File: config.mk
export PLATFORM = sky130hd
export DESIGN_NAME = thermo_code_interp
export DESIGN_NICKNAME = d
export VERILOG_FILES = /design/src/rtl/thermo_interp_pkg.sv /design/src/rtl/tci_bp_rom.sv /design/src/rtl/tci_restoring_div.sv /design/src/rtl/thermo_code_interp.sv
export SDC_FILE = /design/constraint.sdc
export NUM_CORES = 1
export LEC_CHECK = 0
export ABC_AREA = 1
export BUFFER_PORTS_ARGS = -buffer_cell sky130_fd_sc_hd__buf_2
export CAP_MARGIN = 0
export CORE_UTILIZATION = 48
export DETAILED_ROUTE_END_ITERATION = 12
export MAX_ROUTING_LAYER = met4
export SLEW_MARGIN = 20
export SYNTH_ARGS = -nofsm -noshare
export SYNTH_HDL_FRONTEND = slang
export SYNTH_SLANG_ARGS = --single-unit
File: constraint.sdc
create_clock -name clk -period 19.3 [get_ports clk]
set_input_delay 1.93 -clock clk [delete_from_list [all_inputs] [get_ports clk]]
set_output_delay 1.93 -clock clk [all_outputs]
set_load 0.05 [all_outputs]
File: src/rtl/thermo_interp_pkg.sv
package thermo_interp_pkg;

    localparam int BP_COUNT  = 36;
    localparam int BP_CODE_W = 12;
    localparam int BP_TEMP_W = 32;
    localparam int BP_STEP   = 5000;
    localparam int BP_T_MIN  = -40000;
    localparam int BP_T_MAX  = 125000;

    typedef enum logic [1:0] {
        ST_IDLE,
        ST_SEARCH,
        ST_DIVIDE,
        ST_FINISH
    } conv_state_t;

    // Breakpoint code by index; codes fall as the index rises.
    function automatic logic [BP_CODE_W-1:0] bp_code(input int idx);
        case (idx)
            0:  return 12'd4095;
            1:  return 12'd3800;
            2:  return 12'd3792;
            3:  return 12'd3783;
            4:  return 12'd3774;
            5:  return 12'd3765;
            6:  return 12'd3756;
            7:  return 12'd3747;
            8:  return 12'd3737;
            9:  return 12'd3728;
            10: return 12'd3718;
            11: return 12'd3708;
            12: return 12'd3698;
            13: return 12'd3688;
            14: return 12'd3678;
            15: return 12'd3667;
            16: return 12'd3656;
            17: return 12'd3645;
            18: return 12'd3634;
            19: return 12'd3623;
            20: return 12'd3611;
            21: return 12'd3600;
            22: return 12'd3588;
            23: return 12'd3575;
            24: return 12'd3563;
            25: return 12'd3550;
            26: return 12'd3537;
            27: return 12'd3524;
            28: return 12'd3510;
            29: return 12'd3496;
            30: return 12'd3482;
            31: return 12'd3467;
            32: return 12'd3452;
            33: return 12'd3437;
            34: return 12'd3421;
            default: return 12'd0;
        endcase
    endfunction

    // Breakpoint temperature by index, in millidegrees; both sentinels repeat their neighbour.
    function automatic logic signed [BP_TEMP_W-1:0] bp_temp(input int idx);
        if (idx <= 1)
            return BP_TEMP_W'(BP_T_MIN);
        else if (idx >= BP_COUNT - 2)
            return BP_TEMP_W'(BP_T_MAX);
        else
            return BP_TEMP_W'(BP_T_MIN + (idx - 1) * BP_STEP);
    endfunction

endpackage

File: src/rtl/tci_bp_rom.sv
module tci_bp_rom
    import thermo_interp_pkg::*;
#(
    parameter int N_BP   = BP_COUNT,
    parameter int CODE_W = BP_CODE_W,
    parameter int TEMP_W = BP_TEMP_W,
    localparam int IDX_W = $clog2(N_BP)
) (
    input  logic [IDX_W-1:0]         idx_a,
    input  logic [IDX_W-1:0]         idx_b,
    output logic [CODE_W-1:0]        code_a,
    output logic signed [TEMP_W-1:0] temp_a,
    output logic [CODE_W-1:0]        code_b,
    output logic signed [TEMP_W-1:0] temp_b
);

    logic [CODE_W-1:0]        code_tab [N_BP];
    logic signed [TEMP_W-1:0] temp_tab [N_BP];

    for (genvar g = 0; g < N_BP; g++) begin : g_entry
        assign code_tab[g] = CODE_W'(bp_code(g));
        assign temp_tab[g] = TEMP_W'(bp_temp(g));
    end

    always_comb begin
        code_a = code_tab[idx_a];
        temp_a = temp_tab[idx_a];
        code_b = code_tab[idx_b];
        temp_b = temp_tab[idx_b];
    end

endmodule

File: src/rtl/tci_restoring_div.sv
module tci_restoring_div #(
    parameter int W = 32,
    localparam int CNT_W = $clog2(W)
) (
    input  logic         clk,
    input  logic         rst_n,
    input  logic         load,
    input  logic [W-1:0] dividend,
    input  logic [W-1:0] divisor,
    output logic         fin,
    output logic [W-1:0] quotient
);

    logic [W-1:0]     quo_r;
    logic [W-1:0]     dsr_r;
    logic [W:0]       rem_r;
    logic [CNT_W-1:0] cnt_r;
    logic             run_r;
    logic             fin_r;
    logic [W:0]       shifted;
    logic [W+1:0]     trial;

    always_comb begin
        shifted = {rem_r[W-1:0], quo_r[W-1]};
        trial   = {1'b0, shifted} - {2'b00, dsr_r};
    end

    always_ff @(posedge clk or negedge rst_n) begin
        if (!rst_n) begin
            quo_r <= '0;
            dsr_r <= '0;
            rem_r <= '0;
            cnt_r <= '0;
            run_r <= 1'b0;
            fin_r <= 1'b0;
        end else begin
            fin_r <= 1'b0;
            if (load) begin
                quo_r <= dividend;
                dsr_r <= divisor;
                rem_r <= '0;
                cnt_r <= '0;
                run_r <= 1'b1;
            end else if (run_r) begin
                if (!trial[W+1]) begin
                    rem_r <= trial[W:0];
                    quo_r <= {quo_r[W-2:0], 1'b1};
                end else begin
                    rem_r <= shifted;
                    quo_r <= {quo_r[W-2:0], 1'b0};
                end
                cnt_r <= cnt_r + 1'b1;
                if (cnt_r == CNT_W'(W - 1)) begin
                    run_r <= 1'b0;
                    fin_r <= 1'b1;
                end
            end
        end
    end

    assign fin      = fin_r;
    assign quotient = quo_r;

endmodule

File: src/rtl/thermo_code_interp.sv
module thermo_code_interp
    import thermo_interp_pkg::*;
#(
    parameter int IN_W   = 16,
    parameter int CODE_W = BP_CODE_W,
    parameter int TEMP_W = BP_TEMP_W,
    parameter int DIV_W  = 32,
    parameter int N_BP   = BP_COUNT
) (
    input  logic                     clk,
    input  logic                     rst_n,
    input  logic                     start,
    input  logic [IN_W-1:0]          code_in,
    output logic                     busy,
    output logic                     done,
    output logic                     invalid,
    output logic signed [TEMP_W-1:0] temp
);

    localparam int IDX_W = $clog2(N_BP);
    localparam int PW    = IDX_W + 2;
    localparam logic [PW-1:0] HI_INIT  = PW'(N_BP - 1);
    localparam logic [PW-1:0] MID_INIT = PW'((N_BP - 1) / 2);

    conv_state_t state_r, state_nx;

    logic [CODE_W-1:0]        code_r;
    logic                     inv_r;
    logic [PW-1:0]            lo_r, hi_r, mid_r;
    logic [PW-1:0]            mid_up, mid_dn;
    logic signed [TEMP_W-1:0] base_r, temp_r;

    logic [IDX_W-1:0]         idx_a, idx_b;
    logic [CODE_W-1:0]        code_a, code_b;
    logic signed [TEMP_W-1:0] temp_a, temp_b;

    logic                     out_of_range;
    logic                     at_floor;
    logic                     hit;
    logic                     div_load, div_fin;
    logic [DIV_W-1:0]         div_num, div_den, div_quo;

    // Probe index and its upper neighbour (index 0 stands in when the probe is at 0).
    assign idx_a = mid_r[IDX_W-1:0];
    assign idx_b = (mid_r == '0) ? '0 : IDX_W'(mid_r - 1'b1);

    tci_bp_rom #(
        .N_BP   (N_BP),
        .CODE_W (CODE_W),
        .TEMP_W (TEMP_W)
    ) u_rom (
        .idx_a  (idx_a),
        .idx_b  (idx_b),
        .code_a (code_a),
        .temp_a (temp_a),
        .code_b (code_b),
        .temp_b (temp_b)
    );

    always_comb begin
        out_of_range = |code_in[IN_W-1:CODE_W];
        at_floor     = (mid_r == '0) || (lo_r > hi_r);
        hit          = (code_r >= code_a) && (code_r < code_b);
        mid_up       = (mid_r + 1'b1 + hi_r) >> 1;
        mid_dn       = (lo_r + mid_r - 1'b1) >> 1;
        div_num      = DIV_W'(unsigned'(temp_a - temp_b)) * (DIV_W'(code_b) - DIV_W'(code_r));
        div_den      = DIV_W'(code_b) - DIV_W'(code_a);
    end

    tci_restoring_div #(
        .W (DIV_W)
    ) u_div (
        .clk      (clk),
        .rst_n    (rst_n),
        .load     (div_load),
        .dividend (div_num),
        .divisor  (div_den),
        .fin      (div_fin),
        .quotient (div_quo)
    );

    // State register
    always_ff @(posedge clk or negedge rst_n) begin
        if (!rst_n) state_r <= ST_IDLE;
        else        state_r <= state_nx;
    end

    // Transitions
    always_comb begin
        state_nx = state_r;
        unique case (state_r)
            ST_IDLE:
                if (start) state_nx = out_of_range ? ST_FINISH : ST_SEARCH;
            ST_SEARCH:
                if (at_floor)  state_nx = ST_FINISH;
                else if (hit)  state_nx = ST_DIVIDE;
            ST_DIVIDE:
                if (div_fin)   state_nx = ST_FINISH;
            ST_FINISH:
                state_nx = ST_IDLE;
            default:
                state_nx = ST_IDLE;
        endcase
    end

    // Search bounds and result datapath
    always_ff @(posedge clk or negedge rst_n) begin
        if (!rst_n) begin
            code_r <= '0;
            inv_r  <= 1'b0;
            lo_r   <= '0;
            hi_r   <= '0;
            mid_r  <= '0;
            base_r <= '0;
            temp_r <= '0;
        end else begin
            unique case (state_r)
                ST_IDLE: begin
                    if (start) begin
                        code_r <= code_in[CODE_W-1:0];
                        inv_r  <= out_of_range;
                        lo_r   <= '0;
                        hi_r   <= HI_INIT;
                        mid_r  <= MID_INIT;
                        temp_r <= '0;
                    end
                end
                ST_SEARCH: begin
                    if (at_floor) begin
                        temp_r <= temp_b;
                    end else if (hit) begin
                        base_r <= temp_b;
                    end else if (code_r < code_a) begin
                        lo_r  <= mid_r + 1'b1;
                        mid_r <= mid_up;
                    end else begin
                        hi_r  <= mid_r - 1'b1;
                        mid_r <= mid_dn;
                    end
                end
                ST_DIVIDE: begin
                    if (div_fin) temp_r <= base_r + $signed(TEMP_W'(div_quo));
                end
                ST_FINISH: ;
                default: ;
            endcase
        end
    end

    // Outputs
    always_comb begin
        div_load = (state_r == ST_SEARCH) && !at_floor && hit;
        busy     = (state_r != ST_IDLE);
        done     = (state_r == ST_FINISH);
        invalid  = (state_r == ST_FINISH) && inv_r;
        temp     = temp_r;
    end

endmodule

After elaboration in Yosys (flattened, before gate mapping). Memory sizes are Yosys's and may differ from the RTL's. Cells that the tools add are included. Widths: inputs -> output; s select.

Memory bits (read-only): 5632. Word-level logic and storage cells: 119. Input port bits: 19. Memories: 4. Register bits after elaboration: 206.

Memories: (name not given) (words 64, width 32, rd ports 1, clocked after memory_dff 0, write ports 0, RTL line tci_bp_rom.sv:29) `temp_b = temp_tab[idx_b];`; (name not given) (words 64, width 32, rd ports 1, clocked after memory_dff 0, write ports 0, RTL line tci_bp_rom.sv:27) `temp_a = temp_tab[idx_a];`; (name not given) (words 64, width 12, rd ports 1, clocked after memory_dff 0, write ports 0, RTL line tci_bp_rom.sv:28) `code_b = code_tab[idx_b];`; (name not given) (words 64, width 12, rd ports 1, clocked after memory_dff 0, write ports 0, RTL line tci_bp_rom.sv:26) `code_a = code_tab[idx_a];`.

Multipliers: 1. Equal/unequal tests: 12. Magnitude comparators: 6. Multiplexer cells: 48. Bitwise gates (word level): 3. Add/sub/neg operators: 11. Reductions and logical operators: 20.

Operators with widths (number): $mux 32 (12); $pmux 32 s3 (1); $mux 8 (11); $mux 12 (4); $pmux 8 s2 (3); $sub 33x32->34 (1); $add 32x32->32 (1); $mul 32x13->32 (1); $sub 32x32->32 (1); $sub 12x12->13 (2); $lt 12x12->1 (2); $add 8x8->8 (2); $sub 8x1->8 const B (2); $ge 7x7->1 const B (2); $not 6->7 (2); $ge 12x12->1 (1); $ne 2x2->1 const B (6); $mux 2 (5); $mux 5 (2); $reduce_and 5->1 (2); $add 8x1->8 const B (1); $gt 8x8->1 (1); $logic_not 8->1 (1); $pmux 2 s4 (1); other kinds (20) (34).

Depth between registers and ports, before layout. Gate-level depths: netlist of the first run.

Word-level depth: 11. Depth in mapped cells: 56.

Cells and area by module. Synthesis of the first run repeated with hierarchy kept, for this count alone.

Cells, all modules: 4332. Area, all modules: 29946.2 um2.

By module, submodules not included: thermo_code_interp (times used 1, cells an instance 2815, area an instance 20407.1 um2); tci_restoring_div (times used 1, cells an instance 1023, area an instance 7023.0 um2); tci_bp_rom (times used 1, cells an instance 494, area an instance 2516.2 um2).

Worst setup path after synthesis of the first run. Ideal clock, no wire load.

Kind: register to register. From: register mid_r[2]. To: register u_div.quo_r[24] (netlist: u_div.quotient[24]). Stages on the path, launching flop included: 41. Buffers on the path: 4. Slack: 10.482 ns. Clock period less this slack: 8.818 ns. Data arrival time: 8.691 ns. Library setup time: 0.127 ns. Cell sequence: dfrtp_1 > buf_2 > buf_1 > inv_1 > ha_1 > nand2_1 > xor2_1 > nor2_2 > buf_2 > nand2_1 > nand2_1 > nand2_1 > a41oi_1 > ha_1 > fa_1 > xnor2_1 > clkinv_1 > clkbuf_1 > [5 not listed] > fa_1 > fa_1 > fa_1 > inv_1 > fa_1 > inv_1 > ha_1 > nand2_1 > o21ai_1 > a21oi_1 > o21bai_1 > a21oi_1 > o21ai_1 > a21oi_1 > o21ai_0 > a21oi_1 > o21ai_1 > nand3_1.

Cells in the longest elaborated chain, start to end: 10.

RTL lines: start: declaration (RTL line thermo_code_interp.sv:29) `logic [PW-1:0] lo_r, hi_r, mid_r;`; start signal: assignment (RTL line thermo_code_interp.sv:135) `mid_r <= mid_up;`; start signal: assignment (RTL line thermo_code_interp.sv:138) `mid_r <= mid_dn;`; parallel branches: the longest is 10 deep, another holds $mem_v2 64x32; end signal: assignment (RTL line tci_restoring_div.sv:39) `quo_r <= dividend;`; end signal: assignment (RTL line tci_restoring_div.sv:47) `quo_r <= {quo_r[W-2:0], 1'b1};`; end signal: assignment (RTL line tci_restoring_div.sv:50) `quo_r <= {quo_r[W-2:0], 1'b0};`; end: declaration (RTL line tci_restoring_div.sv:14) `logic [W-1:0] quo_r;`.

Parallel ways; which one is timed is not known. The select of a mux whose other input is x is not followed. A chain may end at the register's enable or synchronous reset.

Final worst setup path of the first run.
From: register mid_r[0]. To: register u_div.quo_r[24] (netlist: u_div.quotient[24]).

RTL lines: $sub 8x1->8 or $logic_not 8->1 (tied branches); $mux 6 * (RTL line thermo_code_interp.sv:45) `assign idx_b = (mid_r == '0) ? '0 : IDX_W'(mid_r - 1'b1);`; $not 6->7 (implied by the code) * (RTL line tci_bp_rom.sv:29); $mem_v2 64x32 *; $mux 32 (implied by the code) * (2 in series) (RTL line tci_bp_rom.sv:29); named net temp_b[3] (RTL line thermo_code_interp.sv:35) `logic signed [TEMP_W-1:0] temp_a, temp_b;`; $sub 32x32->32 * (RTL line thermo_code_interp.sv:66) `div_num = DIV_W'(unsigned'(temp_a - temp_b)) * (DIV_W'(code_b) - DIV_W'(code_r));`; $mul 32x13->32 * (RTL line thermo_code_interp.sv:66); $mux 32 * (RTL line tci_restoring_div.sv:38) `if (load) begin`.

Mark *: on every way through the listed nets, which the timed path passes. The rest lies on a longest branch. The select of a mux whose other input is x is not followed.

==> qor.csv, run 1 <==
metric,value,unit
maxCapViolations,0,
status,finished clean,
cts_tree,built,
cts_root_buf,clkbuf_16,
routed_wl,77.6,mm
grt_max_degree,100,
utilization,51.4,%
grt_first_pass_wirelength,123,mm
r2r_cells,46,
syn_inst,3215,
remaining_drc_errors,0,
hold_viol,0,
die_area,50600,µm²
synth_fp_nets,3698,
syn_avg_cell_area,7.43,µm²
ctsLongestPathBuffers,2,
setup_tns,0,ps
fp.dieW,225,µm
gr-usage-all-layers,32.7,%
cp-startpoint,mid_r[0],
first_pass_iters,6,
viasPerCell,5.59,
routedWlPerCell,20.0,µm
ys_seq_elements,169,
timing.hold.ws,476,ps
fmax,86.7,MHz
cts_made_buffers,17,
post_cts_buffers,0,
cp-end-kind,flop,
start_util,48.7,%
die_h,225,µm
finalCriticalPeriod,11530,ps
critPathKind,flop to flop,
numPortBuffers,53,
initialDrtViolationCount,1701,
num_antenna_cells,0,
worstHoldPathCells,2,
mostFrequentLayoutCell,nand2_1,
hold_buffers,0,
htree_levels,4,
yosys.cell_types.count,62,
clock_sinks,169,
dp_hpwl,62.2,mm
fp.coreArea,49100,µm²
ios,54,
fin_skew,20.3,ps
clkTransAtPathRegs,70,ps
hold_start,temp[1],
cts_resized,0,
timing.final.crit_share,59.7,%
drive_gt1_share,6.16,%
worstPathArrival,11900,ps
r2r-start,mid_r[0],
clkLatencyLatePin,490,ps
holdCritPathClass,flop to flop,
synth_area,23900,µm²
cp_max_fo,21,
start_kind,flop,
vias,21666,
rrSetupSlack,7770,ps
rsz0062_at_grt,false,
finalSetupViolations,0,
area_delta_synth_final,5.66,%
gp_congestion,0.945,
max_stage_delay,820,ps
antenna_found_initial,0,
grt_pass1_vias,21891,
slowest_stage,nor2_1,
tightest_slew,1170,ps
layout_common_cells,"713 x nand2_1, 511 x inv_1, 294 x nor2_1",
ant_nets,0,
cpMostUsedCell,inv_1,
slew_headroom,21.4,%
seq_area_frac_synth,17.7,%
row_count,81,
num-nets-final,3685,
yosysWarnings,0,
slew_viol_final,0,
crit_required,19670,ps
grt-ovfl-total,0,
==> metrics by stage <==
stage	cell area (µm²)	std cells	worst slack, ps
after floorplan	23900	3215	10480
after global placement	24600	3847	8150
after detailed placement	24600	3847	7920
after CTS	25200	3879	7900
after global routing	25200	3879	7030
final	25200	3879	7770
==> worst max-delay path, delay by kind of cell, from the launching register on <==
kind	cells	cell delay [ps]
fa+ha+maj	10	3830
flops	1	750
simple gates	13	2520
xor+xnor	1	800
buf+inv	13	1940
compound gates	9	1560
==> area by class of cell <==
| type | instances | area (µm²) |
|---|---|---|
| well taps | 664 | 831 |
| flip-flops and latches | 169 | 4230 |
| clock buffers | 20 | 457 |
| repair buffers | 61 | 332 |
| clock inverters | 12 | 150 |
| inverters | 540 | 2030 |
| fillers | 4984 | 23800 |
| multi-input cells | 2413 | 17200 |
==> cell families after synthesis <==
logic type                 after synthesis  synth area share (%)
AOI/OAI and AO/OA                      642                  15.6
xor gates and xnor gates                90                  3.54
adders and majority gates              464                  31.7
buffers and inverters                  633                  10.3
DFF                                    169                  17.7
and+or+nand+nor                       1217                  21.2
==> sequential cells by signal, indices dropped and copies added (netlist names) <==
signal          count
u_div.cnt_r         5
u_div.run_r         1
state_r             2
hi_r                8
code_r             12
u_div.dsr_r        13
u_div.fin           1
mid_r               7
u_div.quotient     32
temp               32
u_div.rem_r        32
lo_r                8
base_r             15
inv_r               1
==> final timing paths <==
| path | end |
|---|---|
| hold reg to reg | temp[1] |
| setup reg to reg | u_div.quotient[24] |
| hold / removal | temp[1] |
| max in group asynchronous | u_div.quotient[29] |
| setup / recovery | u_div.quotient[24] |
| min in group asynchronous | temp[28] |
==> per-layer routing <==
metal	share of wire [%]	global-route usage (%)	wire length [µm]	up-vias
met1	45	43.0	35000	10620
li1	-	-	-	10267
met2	47	52.1	36300	656
met3	5.6	4.90	4340	123
met4	2.5	9.59	1970	0
met5	0	-	0	-
==> cell usage after synthesis (all sizes together) <==
| cell type | number | share of area (%) |
|---|---|---|
| ha | 229 | 12 |
| nand2 | 745 | 12 |
| o311ai | 1 | 0.068 |
| nand4 | 23 | 0.60 |
| clkinv | 4 | 0.063 |
| o211ai | 31 | 0.97 |
| a21oi | 216 | 4.6 |
| nand3b | 8 | 0.25 |
| a221oi | 3 | 0.11 |
| a21boi | 2 | 0.063 |
| nor4 | 3 | 0.079 |
| o211a | 1 | 0.042 |
| a211oi | 4 | 0.13 |
| a22oi | 8 | 0.25 |
| dfrtp | 169 | 18 |
| a41oi | 2 | 0.10 |
| o32ai | 1 | 0.037 |
| o2111ai | 1 | 0.037 |
| and3 | 3 | 0.079 |
| o21bai | 7 | 0.22 |
| inv | 536 | 8.4 |
| a21o | 18 | 0.57 |
| o22ai | 27 | 0.71 |
| or2 | 11 | 0.29 |
| o21a | 6 | 0.19 |
| or4 | 1 | 0.031 |
| a31o | 4 | 0.15 |
| xnor2 | 36 | 1.3 |
| a31oi | 20 | 0.52 |
| fa | 235 | 20 |
| a2111oi | 1 | 0.12 |
| nor2 | 311 | 5.2 |
| o21ai | 250 | 5.3 |
| clkbuf | 64 | 1.0 |
| o31ai | 6 | 0.19 |
| nand3 | 97 | 2.1 |
| nor3 | 15 | 0.31 |
| buf | 29 | 0.78 |
| xor2 | 54 | 2.2 |
| o221ai | 18 | 0.66 |
| a22o | 15 | 0.55 |
Power of run 1 is not shown: default switching activity piles up to over one toggle a cycle in this logic, so the estimate is an artifact.
==> run 2, diff against run 1 <==
PLACE_DENSITY = 0.66   (was unset)
clock period = 10.15 ns   (was 19.3 ns; I/O delays follow)
==> run 2 against run 1 <==
Net effect:
- first-iteration DRC count up 7.8%
- routed wire length down 1.6%
- core utilization up 1.9 points
- critical path depth is 1 lower
- setup slack worse by 7100 ps
- die area stayed put
- highest routed layer unchanged
==> qor.csv, run 2 (same netlist as run 1, synthesis figures left out) <==
metric,value,unit,change
start_util,48.7,%,unchanged
timing.final.crit_share,93.4,%,+34 points
worst_r2r_endpoint,u_div.quotient[29],,
viasPerCell,5.53,,-0.93%
clkLatencyLatePin,500,ps,about the same
grt_max_degree,104,,+4.0%
finalCriticalPeriod,9480,ps,-2050 ps
grt-ovfl-total,0,,unchanged
cp_max_fo,14,,-33%
fmax,105,MHz,+22%
num-nets-final,3797,,+3.0%
max_stage_delay,590,ps,-230 ps
drive_gt1_share,9.65,%,+3.5 points
ctsLongestPathBuffers,2,,unchanged
hold_buffers,0,,unchanged
finalSetupViolations,0,,unchanged
r2r-start,mid_r[1],,
dp_hpwl,62.2,mm,+0.11%
start_kind,flop,,
area_delta_synth_final,9.56,%,
clock_sinks,169,,unchanged
grt_first_pass_wirelength,122,mm,-0.40%
fp.coreArea,49100,µm²,unchanged
timing.hold.ws,476,ps,-0.260 ps
vias,22085,,+1.9%
routed_wl,76.3,mm,-1.6%
mostFrequentLayoutCell,nand2_1,,
setup_tns,0,ps,unchanged
stdcell_area,26200,µm²,+3.7%
cts_made_buffers,17,,unchanged
cp-startpoint,mid_r[1],,
die_h,225,µm,unchanged
clkTransAtPathRegs,70,ps,about the same
grt_pass1_vias,22236,,+1.6%
gp_congestion,0.965,,+2.1%
r2r_cells,45,,-2.2%
initialDrtViolationCount,1833,,+7.8%
place_area,25500,µm²,+3.5%
status,finished clean,,
layout_common_cells,"712 x nand2_1, 510 x inv_1, 294 x nor2_1",,
antenna_found_initial,1,,+1
remaining_drc_errors,0,,unchanged
slew_viol_final,0,,unchanged
maxCapViolations,0,,unchanged
first_pass_iters,6,,unchanged
row_count,81,,unchanged
gr-usage-all-layers,32.2,%,-0.45 points
rrSetupSlack,670,ps,-7100 ps
numPortBuffers,53,,unchanged
fin_skew,16.2,ps,-4.17 ps
routedWlPerCell,19.1,µm,-4.4%
fp.dieW,225,µm,unchanged
slowest_stage,fa_1,,
holdCritPathClass,flop to flop,,
die_area,50600,µm²,unchanged
ant_nets,0,,unchanged
critPathKind,flop to flop,,
worstPathArrival,9900,ps,-2000 ps
htree_levels,4,,unchanged
cts_root_buf,clkbuf_16,,
slew_headroom,35.7,%,+14 points
crit_required,10570,ps,-9100 ps
crit_path_end,u_div.quotient[29],,
hold_start,temp[19],,
rsz0062_at_grt,false,,
tightest_slew,964,ps,-207 ps
ios,54,,unchanged
hold_viol,0,,unchanged
cpMostUsedCell,inv_1,,
cp-end-kind,flop,,
num_antenna_cells,0,,unchanged
cts_tree,built,,
-- run 2: cell count changes in the layout (fill, tap and decap cells not counted), moves of 2 or more --
cell      change
buf_12        +3
buf_4       +109
clkinv_4      -2
ha_1          -3
ha_2          +3
o21ai_0       -2
o21ai_1       +2
o22ai_1       -2
o22ai_2       +2
-- run 2: repair_timing --
action	CTS	global route
resized for setup	0	12
setup buffers	0	2
setup endpoints to repair	0	10
-- run 2: worst max-delay path: cells and delay by family (launching register included) --
kind                       cells  cell delay, ps
buffers and inverters          9            1040
AOI/OAI and AO/OA             12            1990
DFF                            1             460
adders and majority gates      9            3670
and+or+nand+nor               15            2240
-- run 2: metrics by stage --
step | worst slack, ps | std cells | utilization (%)
2_1_floorplan | 1330 | 3215 | -
3_3_place_gp | 599 | 3957 | 52.0
3_5_place_dp | 440 | 3957 | 52.0
4_1_cts | 400 | 3989 | 53.2
5_1_grt | 5.72 | 3991 | 53.3
6_report | 668 | 3991 | 53.3
-- run 2: worst min path at each step --
stage | endpoint | slack [ps] | cells past startpoint
4_1_cts | temp[19] | 480 | 1
3_3_place_gp | temp[19] | 460 | 1
3_5_place_dp | temp[19] | 460 | 1
5_1_grt | temp[19] | 510 | 1
2_1_floorplan | inv_r | 450 | 2
6_report | temp[19] | 480 | 1
-- run 2: cell type report --
type                       instances  area (µm²)
clock inverter                    13         169
sequential                       169        4230
timing repair buffer             173        1210
inverter                         540        2030
tap                              664         831
multi-input combinational       2413       17200
clock buffer                      19         453
fill                            4871       22900
-- run 2: metal layers --
layer | track usage [%] | part of all wire [%] | vias up
met1 | 42.2 | 44 | 10702
met5 | - | 0 | -
li1 | - | - | 10523
met2 | 51.3 | 46 | 733
met3 | 5.11 | 6.3 | 127
met4 | 9.46 | 2.8 | 0
Power of run 2 is left out for the same reason.
==> run 3, diff against run 2 <==
RECOVER_POWER = 100   (was unset)
SYNTH_HIERARCHICAL = 1   (was unset)
==> run 3 against run 2 <==
Net effect:
- the flow now finishes with violations (capacitance limit, slew limit)
- fmax down 1.7%
- area after synthesis is 25% higher
- critical path type unchanged
- sequential share of layout area about the same
- core utilization fell by 1.8 points
- design area up 22%
- non-clock buffer count decreased by 60
- hold slack improved by 13 ps
- first-iteration DRC count increased by 37%
- routed wire length up 27%
- global-route usage decreased by 0.15 points
- clock skew grew 16 ps
- sequential cell count rose by 36
==> qor.csv, run 3 <==
metric,value,unit,change
fp.dieW,252,µm,+12%
syn_avg_cell_area,6.91,µm²,-6.9%
area_delta_synth_final,6.16,%,
yosys-top-cells-area,"fa_1 18%, dfrtp_1 17%, nand2_1 15%",,
seq_area_frac_synth,17.1,%,-0.58 points
fp.coreArea,61700,µm²,+26%
die_area,63400,µm²,+25%
slew_viol_final,278,,+278
synth-edff-count,0,,unchanged
first_pass_iters,6,,unchanged
r2r_cells,45,,unchanged
setup_tns,0,ps,unchanged
ys_seq_elements,205,,+21%
row_count,91,,+12%
antenna_found_initial,0,,-1
clkTransAtPathRegs,60,ps,about the same
status,finished with violations,,
hold_viol,0,,unchanged
fmax,104,MHz,-1.7%
grt_max_degree,76,,-27%
slew_headroom,-179,%,-210 points
ctsLongestPathBuffers,3,,+1
initialDrtViolationCount,2512,,+37%
grt-ovfl-total,0,,unchanged
start_kind,flop,,
critPathKind,flop to flop,,
vias,27765,,+26%
ys.flop_type,dfrtp_1,,
gp_congestion,1.01,,+5.1%
numPortBuffers,53,,unchanged
utilization,51.5,%,-1.8 points
dp_hpwl,79.1,mm,+27%
hold_buffers,0,,unchanged
grt_first_pass_wirelength,153,mm,+25%
finalSetupViolations,0,,unchanged
htree_levels,1,,-3
num-nets-final,4876,,+28%
cpMostUsedCell,nand2_1,,
tightest_slew,4180,ps,+3220 ps
ios,54,,unchanged
yosys.area.top_type,fa_1,,
use_met3,3.12,%,-2.0 points
start_util,48.5,%,-0.16 points
slowest_stage,fa_1,,
clock_sinks,205,,+21%
maxCapViolations,5,,+5
die_h,252,µm,+12%
violations,"capacitance limit, slew limit",,
timing.final.crit_share,95.0,%,+1.6 points
mostFrequentLayoutCell,nand2_1,,
cts_made_buffers,25,,+8
routedWlPerCell,18.8,µm,-2.0%
async_reset_ff_share,100,%,unchanged
cp_max_fo,9,,-5
clkLatencyLatePin,570,ps,+70 ps
worstPathArrival,10130,ps,+230 ps
remaining_drc_errors,0,,unchanged
fill_cells,6374,,+31%
cp-end-kind,flop,,
viasPerCell,5.35,,-3.3%
top_usage_layer,met2,,
ant_nets,0,,unchanged
use_met2,51.0,%,-0.33 points
finalCriticalPeriod,9640,ps,+161 ps
syn_inst,4332,,+35%
gr-usage-all-layers,32.0,%,-0.15 points
synth_area,29900,µm²,+25%
cts_tree,built,,
fin_skew,32.1,ps,+16.0 ps
grt_pass1_vias,27116,,+22%
routed_wl,97.3,mm,+27%
yosys.cell_types.count,59,,-4.8%
drive_gt1_share,5.49,%,-4.2 points
crit_required,10630,ps,+60 ps
yosysWarnings,6,,+6
post_cts_buffers,0,,unchanged
synth_commonest_cells,"1236 x nand2_1, 818 x inv_1, 315 x nor2_1",,
synth_top_area_share,17.7,%,-2.0 points
num_antenna_cells,0,,unchanged
max_stage_delay,560,ps,-30 ps
cts_root_buf,clkbuf_16,,
synth.most_common_cell,nand2_1,,
holdCritPathClass,flop to flop,,
met1_usage,42.8,%,+0.53 points
layout_common_cells,"1233 x nand2_1, 813 x inv_1, 308 x nor2_1",,
worstHoldPathCells,2,,+1
[run 3: cell type report]
type	count	area, µm²	share of cell area, %
multi-input cells	3145	21000	66.1
flip-flops and latches	205	5130	16.1
inverters	845	3190	10.0
well taps	837	1050	3.29
clock buffers	34	689	2.17
repair buffers	113	664	2.09
clock inverters	8	63.8	0.201
[run 3: worst paths after layout]
path	slack, ps	endpoint	startpoint
worst max-delay path	510	u_div/quotient[30]	mid_r[1]
worst min-delay path	490	inv_r	inv_r
worst max register to register	510	u_div/quotient[30]	mid_r[1]
worst min register to register	490	inv_r	inv_r
max in group asynchronous	2100	u_div/quotient[13]	rst_n
min in group asynchronous	1770	u_div/dsr_r[13]	rst_n
[run 3: metal layers]
metal  wire, µm  share of wire, %  vias up
li1           -                 -    13468
met1      42600                44    13125
met2      44600                46     1002
met3       6220               6.4      170
met4       3800               3.9        0
met5          0                 0        -
[run 3: kinds of logic after synthesis]
group,count (synthesis),share of synthesized area (%)
AND/OR/NAND/NOR,1958,27.3
buffers and inverters,987,13.4
AO/OA/AOI/OAI,560,10.8
adder cells (fa/ha/maj),522,28.5
flip-flops,205,17.1
XOR/XNOR,99,3.01
other,1,0.0125
[run 3: what timing repair did]
item,in CTS,in global routing
setup endpoints to repair,0,13
resized for setup,0,37
endpoints found under the hold margin,0,0
[run 3: worst max-delay path: cells and delay by family, from the launching register on]
kind            cells  cell delay [ps]
buf+inv             8              970
compound gates      7             1120
fa+ha+maj          10             4050
simple gates       19             2870
xor+xnor            1              170
flops               1              380
[run 3: metrics by stage]
| step | cell area, µm² | hold slack, ps | setup WS (ps) | std cells |
|---|---|---|---|---|
| after floorplan | 30000 | 446 | 741 | 4337 |
| after global placement | 31000 | 465 | 228 | 5145 |
| after detailed placement | 31000 | 464 | 99.7 | 5145 |
| after CTS | 31700 | 391 | 90.0 | 5187 |
| after global routing | 31800 | 508 | -0.264 | 5187 |
| final | 31800 | 489 | 507 | 5187 |
Power of run 3 is left out for the same reason.
